`config.mk`:
```
export PLATFORM = sky130hd
export DESIGN_NAME = cla16_adder
export DESIGN_NICKNAME = d
export VERILOG_FILES = /design/src/rtl/cla16_adder.sv
export SDC_FILE = /design/constraint.sdc
export NUM_CORES = 1
export LEC_CHECK = 0
export ABC_AREA = 1
export BUFFER_PORTS_ARGS = -buffer_cell sky130_fd_sc_hd__buf_2
export CORE_ASPECT_RATIO = 1.75
export CORE_MARGIN = 5
export CORE_UTILIZATION = 30
export DETAILED_ROUTE_END_ITERATION = 6
export PLACE_DENSITY = 0.63
export SETUP_SLACK_MARGIN = 0.2
export SYNTH_ARGS = -nofsm -noshare
export SYNTH_HDL_FRONTEND = slang
export SYNTH_SLANG_ARGS = --single-unit
export TNS_END_PERCENT = 20
```
`constraint.sdc`:
```
create_clock -name vclk -period 1.58
set_input_delay 0.158 -clock vclk [all_inputs]
set_output_delay 0.158 -clock vclk [all_outputs]
set_load 0.03 [all_outputs]
```
`src/rtl/cla16_adder.sv`:
```
module cla16_adder #(
  parameter int GROUPS  = 4,
  parameter int GROUP_W = 4
) (
  input  logic [GROUPS*GROUP_W-1:0] a,
  input  logic [GROUPS*GROUP_W-1:0] b,
  input  logic                      cin,
  output logic [GROUPS*GROUP_W-1:0] sum,
  output logic                      cout
);
  localparam int W = GROUPS * GROUP_W;

  logic [W-1:0]    bit_g, bit_p, cy;
  logic [GROUPS-1:0] grp_g, grp_p;
  logic [GROUPS:0]   grp_c;

  assign bit_g = a & b;
  assign bit_p = a | b;

  for (genvar q = 0; q < GROUPS; q++) begin : g_grp
    logic [GROUP_W-1:0] gv, pv, cv;
    logic               gsum, run_p;

    assign gv = bit_g[q*GROUP_W +: GROUP_W];
    assign pv = bit_p[q*GROUP_W +: GROUP_W];

    always_comb begin
      cv    = '0;
      cv[0] = grp_c[q];
      for (int j = 0; j < GROUP_W - 1; j++) begin
        cv[j+1] = 1'b0;
        run_p   = 1'b1;
        for (int k = j; k >= 0; k--) begin
          cv[j+1] = cv[j+1] | (run_p & gv[k]);
          run_p   = run_p & pv[k];
        end
        cv[j+1] = cv[j+1] | (run_p & grp_c[q]);
      end
    end

    always_comb begin
      gsum = 1'b0;
      for (int k = GROUP_W - 1; k >= 0; k--) begin
        logic prod;
        prod = gv[k];
        for (int m = k + 1; m < GROUP_W; m++) prod = prod & pv[m];
        gsum = gsum | prod;
      end
    end

    assign grp_g[q] = gsum;
    assign grp_p[q] = &pv;
    assign cy[q*GROUP_W +: GROUP_W] = cv;
  end

  always_comb begin
    logic run;
    grp_c    = '0;
    grp_c[0] = cin;
    for (int j = 0; j < GROUPS; j++) begin
      grp_c[j+1] = 1'b0;
      run        = 1'b1;
      for (int k = j; k >= 0; k--) begin
        grp_c[j+1] = grp_c[j+1] | (run & grp_g[k]);
        run        = run & grp_p[k];
      end
      grp_c[j+1] = grp_c[j+1] | (run & cin);
    end
  end

  assign sum  = a ^ b ^ cy;
  assign cout = grp_c[GROUPS];
endmodule

```
==> results of run 1 <==
[metrics by stage]
step                      TNS, ns  utilization (%)  instances
final                      -1.667            55.57        299
after CTS                  -1.916            49.29        295
after global placement     -2.885            45.47        294
after floorplan           -0.2015                -        179
after global routing       -3.020            55.57        299
after detailed placement   -2.976            45.47        294
[cell type report]
cell class                 count  area share [%]
inverter                      59           12.17
multi-input combinational    120           57.66
tap                           48           2.796
timing repair buffer          72           27.37
[how the worst min path moves through the flow]
stage | endpoint | cells past startpoint | startpoint
after detailed placement | sum[12] | 3 | b[12]
after global routing | sum[8] | 3 | a[8]
after global placement | cout | 5 | b[15]
after CTS | sum[12] | 3 | b[12]
final | sum[8] | 3 | a[8]
after floorplan | sum[5] | 3 | a[5]
[timing repair]
action | in CTS | in global routing
cloned | 0 | 0
hold endpoints to repair | 0 | 0
hold buffers | 0 | 0
endpoints found under the setup margin | 14 | 16
gates resized for setup | 43 | 60
pin swaps | 13 | 36
setup buffers | 1 | 4
[cell usage in the layout, fill, tap and decap left out, drive strengths merged]
master,count
nand3b,2
nand2,34
nor3,2
o21ai,1
a21oi,6
inv,59
nand4,4
buf,72
xor2,5
nand3,10
fa,4
ha,33
nor2,17
xnor2,2
[worst max-delay path: stages]
cell,delay (ns)
buf_8,0.10
inv_4,0.04
ha_4,0.14
buf_6,0.10
nor2_4,0.03
nor2_4,0.12
nand3_4,0.11
nand2_2,0.09
nand2_4,0.05
fa_2,0.41
xor2_4,0.19
buf_6,0.14
[cell families after synthesis]
logic type / Yosys count / share of synthesized area, %
AO/OA/AOI/OAI: 7 / 3.280
buffers and inverters: 59 / 18.73
XOR/XNOR: 7 / 5.185
AND/OR/NAND/NOR: 69 / 31.11
adder cells (fa/ha/maj): 37 / 41.69
[layer usage]
metal | GRT usage [%] | vias up
met3 | 2.210 | 0
met2 | 21.51 | 34
met4 | 0 | 0
met1 | 9.365 | 587
li1 | - | 664
met5 | 0 | -
[power by group]
group	total (mW)	switching, mW	internal, mW
logic	0.938	0.502	0.436
clock network	0	0	0
registers	0	0	0
total	0.938	0.502	0.436
==> flow_metrics.py, run 1 <==
metrics = {
    "outcome": {
        "status": "finished with violations",
        "violations": "setup timing",
    },
    "synthesis": {
        "ys_top_cells_by_count": "inv_1 (53), ha_1 (33), nand2_1 (22), nor2_1 (13), nand2_2 (11)",
        "syn_area_sq_um": 1182,
        "yosysUniqueCellTypes": 22,
        "synth.most_common_cell": "inv_1",
        "synth.area.top_cells": "ha_1 (35%), inv_1 (17%), nand2_1 (7.0%)",
        "yosysTopAreaCellShare_pct": 34.92,
        "ys_warn_count": 0,
        "synth_cells": 179,
        "yosysSeqAreaShare_pct": 0,
        "yosysTopAreaCell": "ha_1",
        "synthesis.nets": 249,
        "syn_area_per_cell_sq_um": 6.605,
    },
    "critical_path": {
        "cp_max_fo": 4,
        "arrival_ns": 1.69,
        "critPathKind": "input pin to output pin",
        "endpoint": "sum[13]",
        "critPathRequiredTime_ns": 1.42,
        "startpoint": "b[3]",
        "cp-end-kind": "output pin",
        "start_kind": "input pin",
    },
    "final_layout": {
        "fin_nets": 323,
        "antenna_cells": 0,
        "drive_gt1_share_pct": 60.56,
        "fin_area_sq_um": 2148,
        "synthToLayoutAreaGrowth_pct": 81.69,
        "fillCellCount": 364,
        "seq_cells": 0,
        "regArea_sq_um": 0,
        "multi_input_area_sq_um": 1239,
        "nClkBuffers": 0,
    },
    "detailed_routing": {
        "viasPerCell": 4.298,
        "wirelength_um": 2848,
        "met1_length_um": 859,
        "ant_nets": 0,
        "vias": 1285,
        "dr_wl_met3_um": 217,
        "wl_per_cell_um": 9.525,
        "maxUsedRoutingLayer": "met3",
        "wl_met2_um": 1771,
        "drc": 0,
        "first_pass_iters": 4,
        "first_iter_violations": 26,
    },
    "placed_design": {
        "port_buffers": 50,
        "dp_slack_ns": -0.4117,
        "gp_congestion": 0.7626,
        "dp_hpwl_um": 2394,
        "placed_area_sq_um": 1758,
    },
    "floorplan": {
        "placeableCoreArea_sq_um": 3866,
        "die_w_um": 57.46,
        "die-area_sq_um": 5346,
        "die_h_um": 93.05,
        "rows": 30,
        "start_util_pct": 30.58,
        "io_pins": 50,
    },
    "timing": {
        "slew_headroom_pct": 84.60,
        "worst_slack_ns": -0.2669,
        "period_needed_ns": 1.847,
        "finalSetupViolCount": 13,
        "slew_violations": 0,
        "rsz0062_at_grt": "true",
        "whs_ns": 0.7305,
        "hold_viol": 0,
        "post-route-period-util_pct": 116.9,
        "fmax_mhz": 541.5,
        "tightest_slew_ns": 0.2292,
    },
    "power": {
        "leakagePower_nw": 1.141,
        "powerDensity_nw_per_um2": 436.7,
        "ir_worst_vdd_uv": 280.2,
        "total_power_uw": 938.2,
    },
    "grt": {
        "grt.overflow.total": 0,
        "grt_pass1_vias": 1277,
        "antenna_found_initial": 0,
        "grt_max_degree": 5,
        "grt_pass1_wl_um": 4560,
        "grtUsageTotal_pct": 9.922,
    },
    "flow_run": {
        "drv_cap": 0,
    },
    "min_path": {
        "hp-class": "input pin to output pin",
    },
}
Power figures use the tool's default switching activity.
==> run 2, diff against run 1 <==
CORE_ASPECT_RATIO = default   (was 1.75)
==> run 2 against run 1 <==
  * Maximum frequency grew 2.7%
  * The flow still finishes with violations (setup timing)
  * Worst hold slack lost 0.011 ns
  * First-iteration DRC count shrank 35%
  * Cell count shrank 2.0%
  * Critical path depth grew 1
  * Non-clock buffer count shrank 6
  * Die area shrank 0.92%
  * Critical endpoint is now sum[9]
==> flow_metrics.py, run 2 (synthesis results as in run 1) <==
metrics = {
    "outcome": {
        "status": "finished with violations",
        "violations": "setup timing",
    },
    "power": {
        "powerDensity_nw_per_um2": 439.2,
        "ir_worst_vdd_uv": 266.0,
        "total_power_uw": 909.4,
        "leakagePower_nw": 1.123,
    },
    "final_layout": {
        "layout_common_cells": "inv_1 (36), buf_6 (26), buf_2 (22)",
        "multi_input_area_sq_um": 1201,
        "synthToLayoutAreaGrowth_pct": 75.13,
        "post-route-util_pct": 55.31,
        "instances_no_fill": 293,
        "fillCellCount": 379,
        "regArea_sq_um": 0,
        "layout_commonest_cell": "inv_1",
        "antenna_cells": 0,
        "seq_cells": 0,
        "fin_area_sq_um": 2071,
        "fin_nets": 317,
        "drive_gt1_share_pct": 57.14,
        "nClkBuffers": 0,
    },
    "critical_path": {
        "critPathTopFamily": "adder cells",
        "crit_path_top_delay_cell": "fa_2",
        "arrival_ns": 1.64,
        "cp_max_fo": 4,
        "max_stage_delay_ns": 0.37,
        "critPathRequiredTime_ns": 1.42,
        "cp-end-kind": "output pin",
        "path_cells": "buf_8 -> inv_4 -> ha_4 -> inv_4 -> nand2_2 -> nand2_2 -> nor2_4 -> nand3_4 -> nand2_2 -> nand2_4 -> fa_2 -> xor2_4 -> buf_6",
        "path_buf_inv": 4,
        "cpMostUsedCell": "nand2_2",
        "critPathKind": "input pin to output pin",
        "start_kind": "input pin",
    },
    "detailed_routing": {
        "viasPerCell": 4.229,
        "first_pass_iters": 4,
        "ant_nets": 0,
        "wl_per_cell_um": 9.174,
        "first_iter_violations": 17,
        "vias": 1239,
        "drc": 0,
        "wirelength_um": 2688,
    },
    "timing": {
        "whs_ns": 0.7198,
        "period_needed_ns": 1.799,
        "slew_violations": 0,
        "tns_ns": -1.340,
        "tightest_slew_ns": 0.3441,
        "finalSetupViolCount": 11,
        "slew_headroom_pct": 76.97,
        "hold_viol": 0,
        "fmax_mhz": 555.8,
        "rsz0062_at_grt": "true",
        "worst_slack_ns": -0.2191,
        "post-route-period-util_pct": 113.9,
    },
    "clock_tree": {
        "ctsHoldBuffers": 0,
    },
    "placed_design": {
        "gp_congestion": 0.7515,
        "port_buffers": 50,
        "dp_hpwl_um": 2204,
        "placed_area_sq_um": 1728,
        "dp_slack_ns": -0.3960,
        "place_inst": 290,
    },
    "grt": {
        "grtUsageTotal_pct": 9.870,
        "grt_pass1_wl_um": 4567,
        "grt.overflow.total": 0,
        "antenna_found_initial": 0,
        "grt_pass1_vias": 1208,
        "grt_max_degree": 5,
    },
    "flow_run": {
        "drv_cap": 0,
    },
    "floorplan": {
        "rows": 22,
        "io_pins": 50,
        "die_h_um": 72.78,
        "die-area_sq_um": 5297,
        "start_util_pct": 31.58,
        "placeableCoreArea_sq_um": 3744,
        "die_w_um": 72.78,
    },
    "min_path": {
        "min_to": "sum[8]",
        "hp-class": "input pin to output pin",
        "hold_depth": 3,
        "worstHoldStart": "b[8]",
    },
}
[run 2: area by class of cell]
| class | instances | area share, % |
|---|---|---|
| tap | 48 | 2.900 |
| multi-input combinational | 120 | 58.01 |
| inverter | 59 | 12.39 |
| timing repair buffer | 66 | 26.71 |
[run 2: routing by layer]
metal	track usage, %	wire length [um]	share of wire [%]
met5	0	0	0
met3	0.5510	149	5.5
met1	11.10	989	37
met4	0	0	0
met2	20.94	1549	58
[run 2: where the power goes]
| group | switching, mW | internal [mW] | total, mW |
|---|---|---|---|
| Clock | 0 | 0 | 0 |
| Combinational | 0.491 | 0.418 | 0.909 |
| Sequential | 0 | 0 | 0 |
| Total | 0.491 | 0.418 | 0.909 |
[run 2: how the worst max path moves through the flow]
stage                     depth (start not counted)  endpoint  from
after global routing                             13    sum[9]  a[3]
after CTS                                        13    sum[9]  a[3]
after floorplan                                  11   sum[13]  b[5]
final                                            13    sum[9]  a[3]
after detailed placement                         13   sum[13]  b[5]
after global placement                           13   sum[13]  b[5]
[run 2: what timing repair did]
action	in CTS	in global routing
setup buffers	3	0
endpoints found under the setup margin	13	15
pin swaps	21	10
gates resized for setup	79	15
